--- config.mk ---
export PLATFORM = sky130hd
export DESIGN_NAME = lpm_ctrl
export DESIGN_NICKNAME = d
export VERILOG_FILES = /design/src/rtl/lpm_pkg.sv /design/src/rtl/lpm_wake_sync.sv /design/src/rtl/lpm_mode_fsm.sv /design/src/rtl/lpm_out_decode.sv /design/src/rtl/lpm_ctrl.sv
export SDC_FILE = /design/constraint.sdc
export NUM_CORES = 1
export LEC_CHECK = 0
export ABC_AREA = 1
export CORE_AREA = 2 2 85 87
export CTS_BUF_LIST = sky130_fd_sc_hd__clkbuf_8
export CTS_CLUSTER_DIAMETER = 150
export CTS_CLUSTER_SIZE = 16
export DETAILED_ROUTE_END_ITERATION = 8
export DIE_AREA = 0 0 87 89
export PLACE_DENSITY = 0.88
export SLEW_MARGIN = 30
export SYNTH_ARGS = -nofsm -noshare
export SYNTH_HDL_FRONTEND = slang
export SYNTH_SLANG_ARGS = --single-unit
--- constraint.sdc ---
create_clock -name clk -period 2.8 [get_ports clk]
set_clock_uncertainty 0.05 [all_clocks]
set_input_delay 0.7 -clock clk [delete_from_list [all_inputs] [get_ports clk]]
set_output_delay 0.7 -clock clk [all_outputs]
set_load 0.02 [all_outputs]
--- src/rtl/lpm_pkg.sv ---
package lpm_pkg;
  typedef enum logic [2:0] {
    M_NORMAL = 3'd0,
    M_IDLE   = 3'd1,
    M_DIDLE  = 3'd2,
    M_STBY   = 3'd3,
    M_SLEEP  = 3'd4,
    M_DSLEEP = 3'd5
  } mode_t;

  localparam int PLL_N = 2;

  function automatic logic is_deep_retain(mode_t m);
    return (m == M_SLEEP) || (m == M_DSLEEP);
  endfunction
endpackage

--- src/rtl/lpm_wake_sync.sv ---
module lpm_wake_sync #(
  parameter int NWAKE  = 37,
  parameter int STAGES = 2
) (
  input  logic             clk,
  input  logic             rst_n,
  input  logic [NWAKE-1:0] wake_in,
  input  logic [NWAKE-1:0] wake_en,
  output logic             wake_evt
);
  logic [NWAKE-1:0] sync_q [STAGES];
  logic [NWAKE-1:0] last_q;
  logic [NWAKE-1:0] rise;

  // Synchroniser chain
  genvar s;
  generate
    for (s = 0; s < STAGES; s++) begin : g_stage
      always_ff @(posedge clk or negedge rst_n) begin
        if (!rst_n) sync_q[s] <= '0;
        else if (s == 0) sync_q[s] <= wake_in;
        else sync_q[s] <= sync_q[(s == 0) ? 0 : s-1];
      end
    end
  endgenerate

  always_ff @(posedge clk or negedge rst_n) begin
    if (!rst_n) last_q <= '0;
    else        last_q <= sync_q[STAGES-1];
  end

  assign rise     = sync_q[STAGES-1] & ~last_q;
  assign wake_evt = |(rise & wake_en);

  // An event needs a freshly risen, synchronised bit
  assert_evt_from_rise_R11: assert property (@(posedge clk) disable iff (!rst_n)
    wake_evt |-> (sync_q[STAGES-1] != last_q));
endmodule

--- src/rtl/lpm_mode_fsm.sv ---
module lpm_mode_fsm
  import lpm_pkg::*;
(
  input  logic       clk,
  input  logic       rst_n,
  input  logic       req_valid,
  input  logic [2:0] req_mode,
  input  logic       irq,
  input  logic       wake_evt,
  input  logic       clk13_sel,
  output mode_t      mode,
  output logic       warm_rst,
  output logic       err
);
  mode_t mode_d;
  logic  warm_d, err_d;

  always_comb begin
    mode_d = mode;
    warm_d = 1'b0;
    err_d  = err;
    unique case (mode)
      M_NORMAL: if (req_valid) begin
        case (req_mode)
          3'd0: mode_d = M_NORMAL;
          3'd1, 3'd3, 3'd4, 3'd5: mode_d = mode_t'(req_mode);
          3'd2: if (clk13_sel) mode_d = M_DIDLE;
                else           err_d  = 1'b1;
          default: err_d = 1'b1;
        endcase
      end
      M_IDLE, M_DIDLE: if (irq || wake_evt) mode_d = M_NORMAL;
      M_STBY:          if (wake_evt) mode_d = M_NORMAL;
      M_SLEEP, M_DSLEEP: if (wake_evt) begin
        mode_d = M_NORMAL;
        warm_d = 1'b1;
      end
      default: mode_d = M_NORMAL;
    endcase
  end

  always_ff @(posedge clk or negedge rst_n) begin
    if (!rst_n) begin
      mode     <= M_NORMAL;
      warm_rst <= 1'b0;
      err      <= 1'b0;
    end else begin
      mode     <= mode_d;
      warm_rst <= warm_d;
      err      <= err_d;
    end
  end

  assert_didle_gate_R4: assert property (@(posedge clk) disable iff (!rst_n)
    (mode == M_NORMAL && req_valid && req_mode == 3'd2 && !clk13_sel)
      |=> (mode == M_NORMAL && err));
  assert_idle_irq_exit_R3: assert property (@(posedge clk) disable iff (!rst_n)
    ((mode == M_IDLE || mode == M_DIDLE) && irq) |=> (mode == M_NORMAL));
  assert_stby_irq_deaf_R7: assert property (@(posedge clk) disable iff (!rst_n)
    (mode == M_STBY && !wake_evt) |=> (mode == M_STBY));
  assert_err_sticky_R6: assert property (@(posedge clk) disable iff (!rst_n)
    err |=> err);
  assert_warm_one_cycle_R10: assert property (@(posedge clk) disable iff (!rst_n)
    warm_rst |=> !warm_rst);
  assert_warm_source_R10: assert property (@(posedge clk) disable iff (!rst_n)
    $rose(warm_rst) |-> (mode == M_NORMAL && is_deep_retain($past(mode))));
endmodule

--- src/rtl/lpm_out_decode.sv ---
module lpm_out_decode
  import lpm_pkg::*;
(
  input  logic              clk,
  input  logic              rst_n,
  input  mode_t             mode,
  output logic              cpu_clk_en,
  output logic [PLL_N-1:0]  pll_en,
  output logic              lv_en,
  output logic              hv_en
);
  always_comb begin
    cpu_clk_en = 1'b0;
    pll_en     = '0;
    lv_en      = 1'b0;
    hv_en      = 1'b0;
    case (mode)
      M_NORMAL: begin cpu_clk_en = 1'b1; pll_en = '1; lv_en = 1'b1; hv_en = 1'b1; end
      M_IDLE, M_DIDLE: begin pll_en = '1; lv_en = 1'b1; hv_en = 1'b1; end
      M_STBY:  begin lv_en = 1'b1; hv_en = 1'b1; end
      M_SLEEP: hv_en = 1'b1;
      default: ;
    endcase
  end

  // Supplies drop in order: high-voltage never goes before low-voltage
  assert_supply_order_R9: assert property (@(posedge clk) disable iff (!rst_n)
    !hv_en |-> (!lv_en && pll_en == '0 && !cpu_clk_en));
  assert_lv_implies_pll_off_R8: assert property (@(posedge clk) disable iff (!rst_n)
    !lv_en |-> (pll_en == '0));
endmodule

--- src/rtl/lpm_ctrl.sv ---
module lpm_ctrl
  import lpm_pkg::*;
#(
  parameter int NWAKE       = 37,
  parameter int SYNC_STAGES = 2
) (
  input  logic             clk,
  input  logic             rst_n,
  input  logic             req_valid,
  output logic             req_ready,
  input  logic [2:0]       req_mode,
  input  logic             irq,
  input  logic [NWAKE-1:0] wake_in,
  input  logic [NWAKE-1:0] wake_en,
  input  logic             clk13_sel,
  output logic             cpu_clk_en,
  output logic [1:0]       pll_en,
  output logic             lv_supply_en,
  output logic             hv_supply_en,
  output logic             warm_rst_req,
  output logic [2:0]       mode_code,
  output logic             req_err
);
  mode_t mode;
  logic  wake_evt;

  lpm_wake_sync #(.NWAKE(NWAKE), .STAGES(SYNC_STAGES)) u_sync (
    .clk(clk), .rst_n(rst_n), .wake_in(wake_in), .wake_en(wake_en),
    .wake_evt(wake_evt)
  );

  lpm_mode_fsm u_fsm (
    .clk(clk), .rst_n(rst_n), .req_valid(req_valid & req_ready),
    .req_mode(req_mode), .irq(irq), .wake_evt(wake_evt),
    .clk13_sel(clk13_sel), .mode(mode), .warm_rst(warm_rst_req),
    .err(req_err)
  );

  lpm_out_decode u_dec (
    .clk(clk), .rst_n(rst_n), .mode(mode), .cpu_clk_en(cpu_clk_en),
    .pll_en(pll_en), .lv_en(lv_supply_en), .hv_en(hv_supply_en)
  );

  assign req_ready = (mode == M_NORMAL);
  assign mode_code = mode;

  assert_ready_blocks_R2: assert property (@(posedge clk) disable iff (!rst_n)
    (req_valid && !req_ready && !wake_evt && !irq) |=> $stable(mode_code));
  assert_normal_deaf_wake_R12: assert property (@(posedge clk) disable iff (!rst_n)
    (mode == M_NORMAL && !req_valid) |=> (mode_code == 3'd0));
endmodule

==> results.toml, run 1 <==
[run_status]
status = "finished clean"

[logic_synthesis]
netlist_area_mm2 = 0.003542
synth.area.top_cells = "dfrtp_1 82%, nand3b_1 4.7%, nand2_1 3.8%"
synth-compound-area-share_pct = 0.9537
synth_area_per_cell_um2 = 14.64
yosys.area_share.xor_xnor_pct = 0
muxShareOfSynthArea_pct = 0
seq_area_frac_synth_pct = 81.95
ys_warn_count = 0
ys_async_sr_fraction_pct = 100.0
synth_cells = 242
yosys.area.top_type = "dfrtp_1"
synth_edf_count = 0
ys.flop_type = "dfrtp_1"
synth_top_family_by_area = "simple AND/OR/NAND/NOR gates"
yosysUniqueCellTypes = 18
synthAdderAreaFrac_pct = 0
synth_top_area_share_pct = 81.95
synth_nets = 324
ys_ff_latch = 116
synth_simple_gate_area_share_pct = 14.34

[worst_setup_path]
cp.arrival_ps = 1910
crit_slowest_cell = "clkdlybuf4s50_1"
crit_required_ps = 2050
worst_setup_path_start_kind = "register"
path_cells = "or2_4 -> nor2_2 -> clkdlybuf4s50_1"
cpLargestDelayFamily = "buffers and inverters"
slowest_delay_ps = 640
critical_path_class = "reg -> out"
cp_max_fo = 6
crit_buf_inv = 1
cp-end-kind = "output pin"

[power]
ir_drop_mv = 0.6912
power_leakage_nw = 2.317
power_mw = 3.883
cellPowerDensity_mw_per_mm2 = 777.8

[sta]
finalMaxSlewViolations = 0
tightest_slew_ps = 522.7
fmax_mhz = 375.3
rsz0062_at_grt = "no"
layout_worst_path_cycle_share_pct = 95.17
finalSetupTns_ps = 0
layout_setup_ws_ps = 135.3
setup_viol_count_final = 0
hold_viol = 0
slew_headroom_pct = 65.15
min_period_ps = 2665

[place]
placed_area_mm2 = 0.004573
dp_hpwl_um = 4411
port_buffers = 92
place_ws_ps = 559.3
place_congestion = 0.7723

[global_routing]
grt_pass1_vias = 2294
gr-total-overflow = 0
grt_pass1_wl_um = 9956
grt_util_all_layers_pct = 17.56
busiest_layer = "met2"
grt_max_degree = 47
antenna_found_initial = 0
gr-usage-met1_pct = 19.92
grtUsageMet2_pct = 30.12
grt_util_met3_pct = 6.187

[detailed_routing]
drt_iter0_markers = 64
num_vias = 2071
wl_per_cell_um = 13.44
drt-total-wl_um = 5995
viasPerCell = 4.643
drcViolationCount = 0
postRouteAntennaNets = 0
first_pass_iters = 5

[cts]
cts_max_path_buffers = 2
htreeDepth = 4
cts_setup_buffers = 0
cts_buffers = 17
path_clk_slew_ps = 70
clk_latency_ps = 410
cts_tree = "yes"
hold_buffers = 0
root_buffer = "clkbuf_8"
clock-sinks = 116
cts_resized = 0

[die]
core_area_mm2 = 0.006719
die_area_mm2 = 0.007743
num_rows = 30
io_pins = 93
die_h_um = 89
start_util_pct = 52.72
die_x_um = 87

[hold_path]
hp-class = "in -> async"

[finish]
fillerInstances = 442
antennaDiodeCount = 0
final_cell_mix = "116 x dfrtp_1, 91 x clkdlybuf4s50_1, 36 x nand2_1, 22 x nand3b_1"
final_cell_area_mm2 = 0.004992
final_common_cell = "dfrtp_1"
syn_to_final_growth_pct = 40.94
drive_above_1_share_pct = 12.30
final_core_util_pct = 74.30
nets = 435

[run]
maxCapViolations = 0
## cell type report
| class | instances | area (um^2) | area share, % |
|---|---|---|---|
| timing repair buffer | 94 | 945.9 | 18.95 |
| inverter | 22 | 82.58 | 1.654 |
| clock inverter | 13 | 157.7 | 3.158 |
| clock buffer | 19 | 261.5 | 5.238 |
| tap | 80 | 100.1 | 2.005 |
| sequential | 116 | 2903 | 58.15 |
| multi-input combinational | 102 | 541.8 | 10.85 |
## logic make-up (layout without fill, tap and decap cells)
kind of cell,after synthesis,in the layout
AND/OR/NAND/NOR,98,98
buffers and inverters,24,148
AO/OA/AOI/OAI,4,4
flip-flops,116,116
## flip-flops by register name (all words and copies together), names as in the netlist
| name | cells |
|---|---|
| u_fsm.warm_rst | 1 |
| u_sync.last_q | 37 |
| u_sync.sync_q | 74 |
| u_fsm.mode | 3 |
| u_fsm.err | 1 |
## path summary, 6_finish.rpt
path	startpoint	end	slack, ps	cells past startpoint
worst max-delay path	u_fsm.mode[1]	req_ready	140	3
worst min-delay path	rst_n	u_sync.sync_q[3]	210	1
worst max register to register	u_fsm.mode[1]	u_fsm.mode[0]	1390	6
worst min register to register	u_sync.sync_q[47]	u_sync.sync_q[10]	290	0
max in group asynchronous	rst_n	u_sync.last_q[21]	1720	2
min in group clk	u_sync.sync_q[47]	u_sync.sync_q[10]	290	0
## metrics by stage
step | hold WS [ps] | std cells
2_1_floorplan | 281.2 | 242
3_3_place_gp | 282.4 | 414
3_5_place_dp | 284.7 | 414
4_1_cts | 211.3 | 446
5_1_grt | 241.7 | 446
6_report | 213.2 | 446
## cell usage after synthesis, drive strengths merged (2+ instances only)
library cell / number
dfrtp: 116
nand2: 36
nand3b: 22
inv: 21
nand3: 18
nor2: 17
nand4: 3
buf: 2
## report_power, final
part           internal, mW  switching [mW]
sequential             1.78          0.0520
combinational         0.261           0.244
clock                 0.924           0.626
## metal layers
layer	routed length (um)	part of all wire, %
met4	57	0.95
met5	0	0
met2	3203	53
met3	396	6.6
met1	2337	39
## worst register-to-register path, delay by kind of cell (launching register included)
| family | cells | cell delay [ps] |
|---|---|---|
| and+or+nand+nor | 5 | 760 |
| DFF | 1 | 430 |
| buffers and inverters | 1 | 110 |
Note: power is estimated with default switching activity, not from simulation.
==> run 2: changes to the inputs <==
--- a/config.mk
+++ b/config.mk
@@ -12,6 +12,7 @@
 export CTS_CLUSTER_SIZE = 16
 export DETAILED_ROUTE_END_ITERATION = 8
 export DIE_AREA = 0 0 87 89
+export GPL_TIMING_DRIVEN = 0
 export PLACE_DENSITY = 0.88
 export SLEW_MARGIN = 30
 export SYNTH_ARGS = -nofsm -noshare
==> results.toml, run 2 (synthesis gave the netlist of run 1 again) <==
[worst_setup_path]
worst_setup_path_start_kind = "register"
crit_required_ps = 2050
startpoint = "u_fsm.mode[1]"
critical_path_class = "reg -> out"
reg2regPathDepth = 8
cp-end-kind = "output pin"
cp.arrival_ps = 1910
r2r_end = "u_fsm.mode[2]"
r2r_setup_slack_ps = 1320
cp_max_fo = 6
timing.rr.start = "u_sync.sync_q[34]"

[place]
dp_hpwl_um = 4463
place_congestion = 0.7657
placed_area_mm2 = 0.004584
port_buffers = 92

[finish]
top_regs = "u_sync.sync_q x74, u_sync.last_q x37, u_fsm.mode x3"
antennaDiodeCount = 0
syn_to_final_growth_pct = 40.23
nets = 436
final_core_util_pct = 73.93
final_cell_mix = "116 x dfrtp_1, 90 x clkdlybuf4s50_1, 36 x nand2_1, 22 x nand3b_1"
final_cell_area_mm2 = 0.004967
drive_above_1_share_pct = 12.81
final_common_cell = "dfrtp_1"
regMostFlops = "u_sync.sync_q"
largest_reg_flops = 74

[die]
io_pins = 93
num_rows = 30
die_h_um = 89
die_area_mm2 = 0.007743
die_x_um = 87
start_util_pct = 52.72
core_area_mm2 = 0.006719

[global_routing]
grt_max_degree = 74
gr-total-overflow = 0
antenna_found_initial = 0
grt_pass1_wl_um = 9922
grt_util_all_layers_pct = 17.62
grt_pass1_vias = 2279

[detailed_routing]
viasPerCell = 4.678
drt_iter0_markers = 71
wl_met2_um = 3281
num_vias = 2091
drcViolationCount = 0
wl_per_cell_um = 13.50
first_pass_iters = 4
dr_wl_met3_um = 341
drt-total-wl_um = 6035
top_layer = "met4"
postRouteAntennaNets = 0
wl_met1_um = 2353

[cts]
cts_tree = "yes"
cts_max_path_buffers = 2
clk_latency_ps = 400
clock-sinks = 116
cts_setup_buffers = 0
root_buffer = "clkbuf_8"
cts_buffers = 17
htreeDepth = 4
path_clk_slew_ps = 70

[power]
power_mw = 3.730
ir_drop_mv = 0.6017
power_leakage_nw = 2.305
cellPowerDensity_mw_per_mm2 = 750.9

[sta]
setup_viol_count_final = 0
min_period_ps = 2661
hold_viol = 0
layout_worst_path_cycle_share_pct = 95.03
rsz0062_at_grt = "no"
slew_headroom_pct = 56.83
holdWs_ps = 237.7
fmax_mhz = 375.8
tightest_slew_ps = 647.5
finalMaxSlewViolations = 0

[run]
maxCapViolations = 0

[hold_path]
hp-class = "in -> async"

[run_status]
status = "finished clean"
## run 2: cell count changes in the layout (fill, tap and decap cells not counted)
cell	before	now
buf_6	0	1
bufinv_16	3	1
clkbuf_8	19	18
clkdlybuf4s50_1	91	90
clkinv_2	3	2
clkinv_4	2	7
dlymetal6s2s_1	0	1
inv_1	19	18
## run 2: worst max-delay path by stage
stage / to / slack (ps)
finish: cpu_clk_en / 140
global route: cpu_clk_en / 30
CTS: req_ready / 10
detailed placement: req_ready / 470
global placement: u_sync.sync_q[61] / -3000
floorplan: pll_en[1] / 810
## run 2: where the power goes
group	internal (mW)	leakage (nW)	switching [mW]
logic	0.276	0.764	0.245
clock network	0.731	0.185	0.650
registers	1.78	1.36	0.0517
total	2.78	2.31	0.946
## run 2: metrics by stage
step                setup slack (ps)  cells  TNS (ps)
finish                         139.3    447         0
global route                   30.90    447         0
CTS                            10.60    447         0
detailed placement             465.3    415         0
global placement               -2999    414   -347280
floorplan                      813.5    242         0
## run 2: metal layers
| layer | vias up | global-route usage [%] |
|---|---|---|
| met5 | - | 0 |
| met4 | 0 | 7.955 |
| met3 | 4 | 6.648 |
| met2 | 69 | 29.70 |
| met1 | 1011 | 20.18 |
| li1 | 1007 | - |
## run 2: area by class of cell
cell class	instances	area, um^2
flip-flops and latches	116	2903
fillers	436	1752
repair buffers	93	944.7
multi-input cells	102	541.8
clock buffers	18	247.7
clock inverters	14	132.6
well taps	80	100.1
inverters	22	82.58
plain buffers	2	15.01
## run 2: worst max-delay path, stage by stage, from the launching register on
cell	delay, ps
dfrtp_1	440
or2_4	260
nor2_2	180
clkdlybuf4s50_1	640
## run 2: what timing repair did
| item | CTS | global route |
|---|---|---|
| hold buffers | 0 | 0 |
| endpoints found under the setup margin | 0 | 1 |
| gates resized for setup | 0 | 1 |
